==> src/rtl/fht_pkg.sv <==
package fht_pkg;
  localparam int TYPE_W = 3;
  localparam int NTYPES = 1 << TYPE_W;
  localparam int QID_W  = 8;
  localparam int KEY_W  = 32;

  typedef enum logic [1:0] {
    OP_INSERT = 2'd0,
    OP_LOOKUP = 2'd1,
    OP_DELETE = 2'd2,
    OP_CLEAR  = 2'd3
  } op_t;

  typedef enum logic [1:0] {
    ST_OK       = 2'd0,
    ST_EXISTS   = 2'd1,
    ST_BUSY     = 2'd2,
    ST_NOTFOUND = 2'd3
  } status_t;

  typedef enum logic [1:0] {
    S_IDLE,
    S_PROBE,
    S_WIPE,
    S_RESP
  } fsm_t;

  typedef struct packed {
    logic [TYPE_W-1:0] ftype;
    logic [KEY_W-1:0]  key;
    logic [QID_W-1:0]  qid;
  } entry_t;
endpackage

==> src/rtl/fht_hash.sv <==
module fht_hash #(
  parameter int AW = 6
) (
  input  logic [31:0]   key_i,
  output logic [AW-1:0] start_o,
  output logic [AW-1:0] stride_o
);
  logic [15:0] h0, h1, h2, h3, h4, h5;
  logic [15:0] step;

  always_comb begin
    h0 = 16'h1fff ^ key_i[31:16];
    h1 = h0 ^ (h0 >> 3) ^ (h0 >> 6);
    h2 = h1 ^ (h1 >> 9);
    h3 = h2 ^ (h2 << 13) ^ key_i[15:0];
    h4 = h3 ^ (h3 >> 3) ^ (h3 >> 6);
    h5 = h4 ^ (h4 >> 9);
    step = {key_i[14:0], 1'b0} - 16'd1;
  end

  assign start_o  = h5[AW-1:0];
  assign stride_o = step[AW-1:0];
endmodule

==> src/rtl/fht_ram.sv <==
module fht_ram #(
  parameter int AW = 6,
  parameter int W  = 43
) (
  input  logic          clk,
  input  logic          we,
  input  logic [AW-1:0] addr,
  input  logic [W-1:0]  wdata,
  output logic [W-1:0]  rdata
);
  logic [W-1:0] mem [1<<AW];

  always_ff @(posedge clk) begin
    if (we) mem[addr] <= wdata;
    else    rdata     <= mem[addr];
  end
endmodule

==> src/rtl/fht_limits.sv <==
module fht_limits #(
  parameter int NT       = 8,
  parameter int DW       = 8,
  parameter int FULL_OFS = 1,
  parameter int WILD_OFS = 3
) (
  input  logic                  clk,
  input  logic                  rst_n,
  input  logic                  raise_en,
  input  logic [$clog2(NT)-1:0] raise_type,
  input  logic [DW-1:0]         raise_depth,
  input  logic                  wipe,
  output logic [NT*DW-1:0]      limit_o
);
  for (genvar t = 0; t < NT; t++) begin : g_type
    localparam logic [DW-1:0] OFS = DW'((t % 2 == 1) ? WILD_OFS : FULL_OFS);
    logic [DW-1:0] max_q;

    always_ff @(posedge clk or negedge rst_n) begin
      if (!rst_n) begin
        max_q <= '0;
      end else if (wipe) begin
        max_q <= '0;
      end else if (raise_en && raise_type == t[$clog2(NT)-1:0] && raise_depth > max_q) begin
        max_q <= raise_depth;
      end
    end

    assign limit_o[t*DW +: DW] = max_q + OFS;
  end
endmodule

==> src/rtl/fht_engine.sv <==
module fht_engine
  import fht_pkg::*;
#(
  parameter int SLOT_AW   = 6,
  parameter int MAX_DEPTH = 200,
  parameter int FULL_OFS  = 1,
  parameter int WILD_OFS  = 3,
  localparam int SLOTS    = 1 << SLOT_AW,
  localparam int DEPTH_W  = $clog2(MAX_DEPTH + WILD_OFS + 1),
  localparam int ENT_W    = $bits(entry_t)
) (
  input  logic                      clk,
  input  logic                      rst_n,
  input  logic                      cmd_valid,
  output logic                      cmd_ready,
  input  logic [1:0]                cmd_op,
  input  logic [KEY_W-1:0]          cmd_key,
  input  logic [TYPE_W-1:0]         cmd_type,
  input  logic [QID_W-1:0]          cmd_qid,
  input  logic                      cmd_replace,
  output logic                      rsp_valid,
  input  logic                      rsp_ready,
  output logic [1:0]                rsp_status,
  output logic [SLOT_AW-1:0]        rsp_slot,
  output logic [DEPTH_W-1:0]        rsp_depth,
  output logic [NTYPES*DEPTH_W-1:0] search_limit
);
  localparam logic [DEPTH_W-1:0] CAP = DEPTH_W'(MAX_DEPTH);

  fsm_t               st;
  op_t                op_q;
  entry_t             ent_q;
  logic               rep_q;
  logic [SLOT_AW-1:0] stride_q, slot_q, wipe_q;
  logic [DEPTH_W-1:0] depth_q;
  logic [SLOTS-1:0]   occ;
  logic [SLOT_AW:0]   used_q;
  status_t            stat_q;

  logic [SLOT_AW-1:0] h_start, h_stride, next_slot;
  logic               ram_we;
  logic [SLOT_AW-1:0] ram_addr;
  logic [ENT_W-1:0]   ram_wdata, ram_rdata;
  entry_t             rd_ent;
  logic               accept, cur_occ, same, hit, at_cap, ins_write;
  logic               raise_en, wipe_depths;

  fht_hash #(.AW(SLOT_AW)) u_hash (
    .key_i(cmd_key), .start_o(h_start), .stride_o(h_stride)
  );

  fht_ram #(.AW(SLOT_AW), .W(ENT_W)) u_ram (
    .clk(clk), .we(ram_we), .addr(ram_addr), .wdata(ram_wdata), .rdata(ram_rdata)
  );

  fht_limits #(.NT(NTYPES), .DW(DEPTH_W), .FULL_OFS(FULL_OFS), .WILD_OFS(WILD_OFS)) u_lim (
    .clk(clk), .rst_n(rst_n), .raise_en(raise_en), .raise_type(ent_q.ftype),
    .raise_depth(depth_q), .wipe(wipe_depths), .limit_o(search_limit)
  );

  assign cmd_ready = (st == S_IDLE);
  assign accept    = cmd_valid && cmd_ready;
  assign rd_ent    = entry_t'(ram_rdata);
  assign cur_occ   = occ[slot_q];
  assign same      = (rd_ent.ftype == ent_q.ftype) && (rd_ent.key == ent_q.key) &&
                     (!ent_q.ftype[TYPE_W-1] || rd_ent.qid == ent_q.qid);
  assign hit       = cur_occ ? same : (op_q == OP_INSERT);
  assign at_cap    = (depth_q == CAP);
  assign next_slot = slot_q + stride_q;
  assign ins_write = (op_q == OP_INSERT) && (!cur_occ || rep_q);

  assign raise_en    = (st == S_PROBE) && hit && ins_write;
  assign wipe_depths = (accept && op_t'(cmd_op) == OP_CLEAR) ||
                       ((st == S_PROBE) && hit && op_q == OP_DELETE && used_q == 1);

  always_comb begin
    ram_we    = 1'b0;
    ram_addr  = slot_q;
    ram_wdata = '0;
    unique case (st)
      S_IDLE:  ram_addr = h_start;
      S_PROBE: begin
        if (hit) begin
          if (ins_write) begin
            ram_we    = 1'b1;
            ram_wdata = ent_q;
          end else if (op_q == OP_DELETE) begin
            ram_we = 1'b1;
          end
        end else begin
          ram_addr = next_slot;
        end
      end
      S_WIPE: begin
        ram_we   = 1'b1;
        ram_addr = wipe_q;
      end
      default: ;
    endcase
  end

  always_ff @(posedge clk or negedge rst_n) begin
    if (!rst_n) begin
      st       <= S_IDLE;
      op_q     <= OP_LOOKUP;
      ent_q    <= '0;
      rep_q    <= 1'b0;
      stride_q <= '0;
      slot_q   <= '0;
      wipe_q   <= '0;
      depth_q  <= '0;
      occ      <= '0;
      used_q   <= '0;
      stat_q   <= ST_OK;
    end else begin
      unique case (st)
        S_IDLE: if (accept) begin
          op_q     <= op_t'(cmd_op);
          ent_q    <= '{ftype: cmd_type, key: cmd_key, qid: cmd_qid};
          rep_q    <= cmd_replace;
          stride_q <= h_stride;
          slot_q   <= h_start;
          depth_q  <= DEPTH_W'(1);
          if (op_t'(cmd_op) == OP_CLEAR) begin
            occ     <= '0;
            used_q  <= '0;
            wipe_q  <= '0;
            slot_q  <= '0;
            depth_q <= '0;
            st      <= S_WIPE;
          end else begin
            st <= S_PROBE;
          end
        end
        S_PROBE: begin
          if (hit) begin
            st <= S_RESP;
            unique case (op_q)
              OP_INSERT: begin
                if (ins_write) begin
                  stat_q       <= ST_OK;
                  occ[slot_q]  <= 1'b1;
                  if (!cur_occ) used_q <= used_q + 1'b1;
                end else begin
                  stat_q <= ST_EXISTS;
                end
              end
              OP_DELETE: begin
                stat_q      <= ST_OK;
                occ[slot_q] <= 1'b0;
                used_q      <= used_q - 1'b1;
              end
              default: stat_q <= ST_OK;
            endcase
          end else if (at_cap) begin
            st     <= S_RESP;
            stat_q <= (op_q == OP_INSERT) ? ST_BUSY : ST_NOTFOUND;
          end else begin
            slot_q  <= next_slot;
            depth_q <= depth_q + 1'b1;
          end
        end
        S_WIPE: begin
          wipe_q <= wipe_q + 1'b1;
          if (wipe_q == SLOT_AW'(SLOTS - 1)) begin
            stat_q <= ST_OK;
            st     <= S_RESP;
          end
        end
        S_RESP: if (rsp_ready) st <= S_IDLE;
        default: st <= S_IDLE;
      endcase
    end
  end

  assign rsp_valid  = (st == S_RESP);
  assign rsp_status = stat_q;
  assign rsp_slot   = slot_q;
  assign rsp_depth  = depth_q;
endmodule

==> config.mk <==
export PLATFORM = sky130hd
export DESIGN_NAME = fht_engine
export DESIGN_NICKNAME = d
export VERILOG_FILES = /design/src/rtl/fht_pkg.sv /design/src/rtl/fht_hash.sv /design/src/rtl/fht_ram.sv /design/src/rtl/fht_limits.sv /design/src/rtl/fht_engine.sv
export SDC_FILE = /design/constraint.sdc
export NUM_CORES = 2
export LEC_CHECK = 0
export ABC_AREA = 0
export CAP_MARGIN = 40
export CELL_PAD_IN_SITES_DETAIL_PLACEMENT = 1
export CELL_PAD_IN_SITES_GLOBAL_PLACEMENT = 2
export CORE_ASPECT_RATIO = 1.25
export CORE_UTILIZATION = 40
export CTS_BUF_LIST = sky130_fd_sc_hd__clkbuf_2
export CTS_CLUSTER_DIAMETER = 200
export DETAILED_ROUTE_END_ITERATION = 16
export DONT_BUFFER_PORTS = 1
export PLACE_DENSITY_LB_ADDON = 0.1
export SYNTH_ARGS = -nofsm -noshare
export SYNTH_HDL_FRONTEND = slang
export SYNTH_SLANG_ARGS = --single-unit
export TNS_END_PERCENT = 30
==> constraint.sdc <==
create_clock -name clk -period 13.4 [get_ports clk]
set_clock_uncertainty 0.2 [all_clocks]
set_input_delay 0.67 -clock clk [delete_from_list [all_inputs] [get_ports clk]]
set_output_delay 0.67 -clock clk [all_outputs]
set_load 0.03 [all_outputs]
==> metrics <==
run status finished, final reports clean; number of I/O pins 132; global-route congestion overflow total 0; detailed-router iteration count before antenna repair 5; fraction of the cycle the final worst path needs 59.8%; count of input and output buffers 0; setup slack of the most critical reg-to-reg path 5.39 ns; number of standard cells after synthesis 8225; Root Driver sky130_fd_sc_hd__clkbuf_2; sort of element at the end of the critical path flop; Synthesis Warnings 0; area leader, netlist sky130_fd_sc_hd__edfxtp_1; clock sink count 3006; IR Drop Worst-Case VDD 434 uV; Post-CTS Setup Bufs 0; Clock Path Buffers 4; first-pass GRT wire length 607000 um; number of slew-limit violations in the final report 0; clock transition at the registers of the reported paths 0.11 ns; quantity of gates resized following cts 0; EDFF count, synth 2795; Starting Density 40.2%; antenna-violating nets left 0; LEAKAGE 49.8 nW; synthesized area divided by synthesized cell count roughly 15 um^2; leading cell types by total area after synthesis sky130_fd_sc_hd__edfxtp_1 (70%), sky130_fd_sc_hd__dfrtp_1 (4.4%), sky130_fd_sc_hd__nand2_1 (3.4%), sky130_fd_sc_hd__a21oi_1 (2.7%), sky130_fd_sc_hd__mux2i_1 (2.4%); shortest period the worst path allows 8.01 ns; TritonCTS clock tree yes; via count 78979; post-synth cell types between 80 and 90; unrepaired setup endpoints after global routing no; highest fanout seen on the critical path slightly above 70; clock latency at the later pin of the worst-skew pair 1.89 ns; number of antenna violations at the first check in global routing 48; CTS H-tree lvls 6; transition time at the pin with the least slew margin 0.994 ns; post-detailed-placement half-perimeter wirelength ~250000 um; # nets final 9093; synthesized netlist net count 8364; layout cells sized above 1 19.5%; maximum number of pins on one net before global-route repair 212; share of synthesized registers carrying an async set or reset 7.02%; top_reg_cell synth sky130_fd_sc_hd__edfxtp_1; max-cap violations 0; PD cells roughly 260 nW/um^2; kind of critical path flop to flop; critical path arrival 9.43 ns; last weighted congestion value of the routability-driven placer 0.822; relative slew slack 32.0%; post-route DRC violation count 0; number of hold violations in the final report 0; Setup TNS 0 ns; post-detailed-route via-to-cell ratio 5.87; Final Routed Wirelength 430000 um; die extent in y 616 um; number of storage elements in the synthesis netlist roughly 3000; synthesized area 121000 um^2; Chip Width about 490 um; maximum clock frequency around 0.12 GHz; growth of design area from synthesis to finish 12.8%; total global-route track usage 27.8%; CP Launch Type flop; data required time at the worst endpoint about 15 ns; routed wirelength normalized by instance count roughly 32 um; CTS hold repair buffers ~160; endpoints failing setup 0; clock buffers created by TritonCTS about 750; class of the tightest hold or removal check primary input to flop; total of fill cells in the finished design roughly 30000; vias in the first global route 81351; fraction of synthesized cell area taken by the top area cell type 69.6%; most common library cell in the layout ignoring fill and taps sky130_fd_sc_hd__edfxtp_1; Std-Cell Rows 225; violation count after the first detailed-route iteration around 7300; die area around 300000 um^2; PnR Total Power 35.1 mW; floorplan core area 300000 um^2; proportion of synthesized chip area in sequential cells approximately 74%; most used cells in the layout excluding fill and tap cells sky130_fd_sc_hd__edfxtp_1 (2795), sky130_fd_sc_hd__nand2_1 (1085), sky130_fd_sc_hd__clkbuf_2 (1085)
routing by layer:
layer  GRT usage, %  routed length [um]
met1           37.6              182000
met2           45.9              208000
met3           5.06               29500
met4           7.71               10400
met5              0                 121
metrics by stage:
step	cells	hold WS [ns]	setup WS (ns)	area [um^2]	util, %
after floorplan	8225	0.174	6.97	121000	-
after global placement	11910	0.179	5.02	126000	42.0
after detailed placement	12014	0.180	5.43	128000	42.5
after CTS	13422	0.00509	5.33	136000	45.3
after global routing	13436	0.0972	4.95	136000	45.3
final	13451	0.245	5.39	136000	45.3
where the power goes:
| part | switching, mW | total, mW | internal [mW] |
|---|---|---|---|
| clock network | 3.74 | 6.17 | 2.44 |
| logic | 13.1 | 17.7 | 4.68 |
| registers | 0.390 | 11.2 | 10.8 |
final cells by class:
type,count,area (um^2),area share [%]
multi-input cells,4610,29600,21.7
flip-flops and latches,3006,89200,65.6
repair buffers,505,5370,3.95
inverters,85,319,0.235
clock inverters,166,1090,0.801
well taps,3972,4970,3.65
diodes,22,55.1,0.0405
clock buffers,1085,5430,3.99
sequential cells by signal, indices dropped and copies added (netlist names):
name and count:
wipe_q 6, st 2, rsp_status 2, stride_q 6, u_ram.rdata 43, rsp_slot 6
u_ram.mem 2752, rep_q 1, occ 64, op_q 2, u_lim.g_type.max_q 64, used_q 7
rsp_depth 8, ent_q 43
synth_stat cells (all sizes together), types with 15 or more instances:
cell type	number
o31a	19
o2111ai	48
nor4	46
inv	85
a2111oi	19
nand3	249
o2bb2ai	40
a221oi	119
nor2	301
mux2i	295
a221o	18
ha	88
nand2b	34
o221ai	45
a21oi	651
o22ai	183
and2	49
xnor2	117
a22o	22
clkbuf	299
mux2	201
a22oi	266
nand2	1091
nor3	52
buf	225
xor2	21
a32o	17
a211o	39
a21o	15
a31o	18
nor2b	15
nand4	65
a211oi	39
dfrtp	210
a31oi	48
a32oi	21
o21ai	260
edfxtp	2795
worst max-delay path, cell delays in order (launching register included):
cell and delay [ns]:
sky130_fd_sc_hd__dfrtp_2 0.60, sky130_fd_sc_hd__buf_4 0.60, sky130_fd_sc_hd__mux4_2 0.59, sky130_fd_sc_hd__mux2_2 0.27, sky130_fd_sc_hd__nand2_1 0.09, sky130_fd_sc_hd__nand4_2 0.23
sky130_fd_sc_hd__o21a_1 0.37, sky130_fd_sc_hd__or2_0 0.49, sky130_fd_sc_hd__a311oi_4 0.36, sky130_fd_sc_hd__buf_4 0.54, sky130_fd_sc_hd__buf_12 0.40, sky130_fd_sc_hd__buf_4 0.61
sky130_fd_sc_hd__buf_4 0.76, sky130_fd_sc_hd__nand2_1 0.14, sky130_fd_sc_hd__nand3_1 0.12, sky130_fd_sc_hd__nand4_1 0.21, sky130_fd_sc_hd__o221ai_1 0.76, sky130_fd_sc_hd__a211o_1 0.29
path summary, 6_finish.rpt:
path	start	cells after the start	endpoint
max reg2reg	rsp_slot[0]	17	u_ram.rdata[10]
max in group asynchronous	rst_n	6	u_lim.g_type[7].max_q[0]
min	cmd_key[17]	3	ent_q[25]
min in group asynchronous	rst_n	5	occ[15]
max	rsp_slot[0]	17	u_ram.rdata[10]
min reg2reg	stride_q[2]	2	stride_q[2]
logic make-up (layout without fill, tap and decap cells):
family,count (synthesis),in the layout,synth area share (%)
xor+xnor,142,142,1.08
flops,3006,3006,74.0
compound gates,1936,1936,10.5
simple gates,1943,1943,6.98
other cells,0,22,0
fa+ha+maj,89,89,0.930
mux,500,500,4.40
buf+inv,609,1841,2.12
Power figures use the tool's default switching activity.
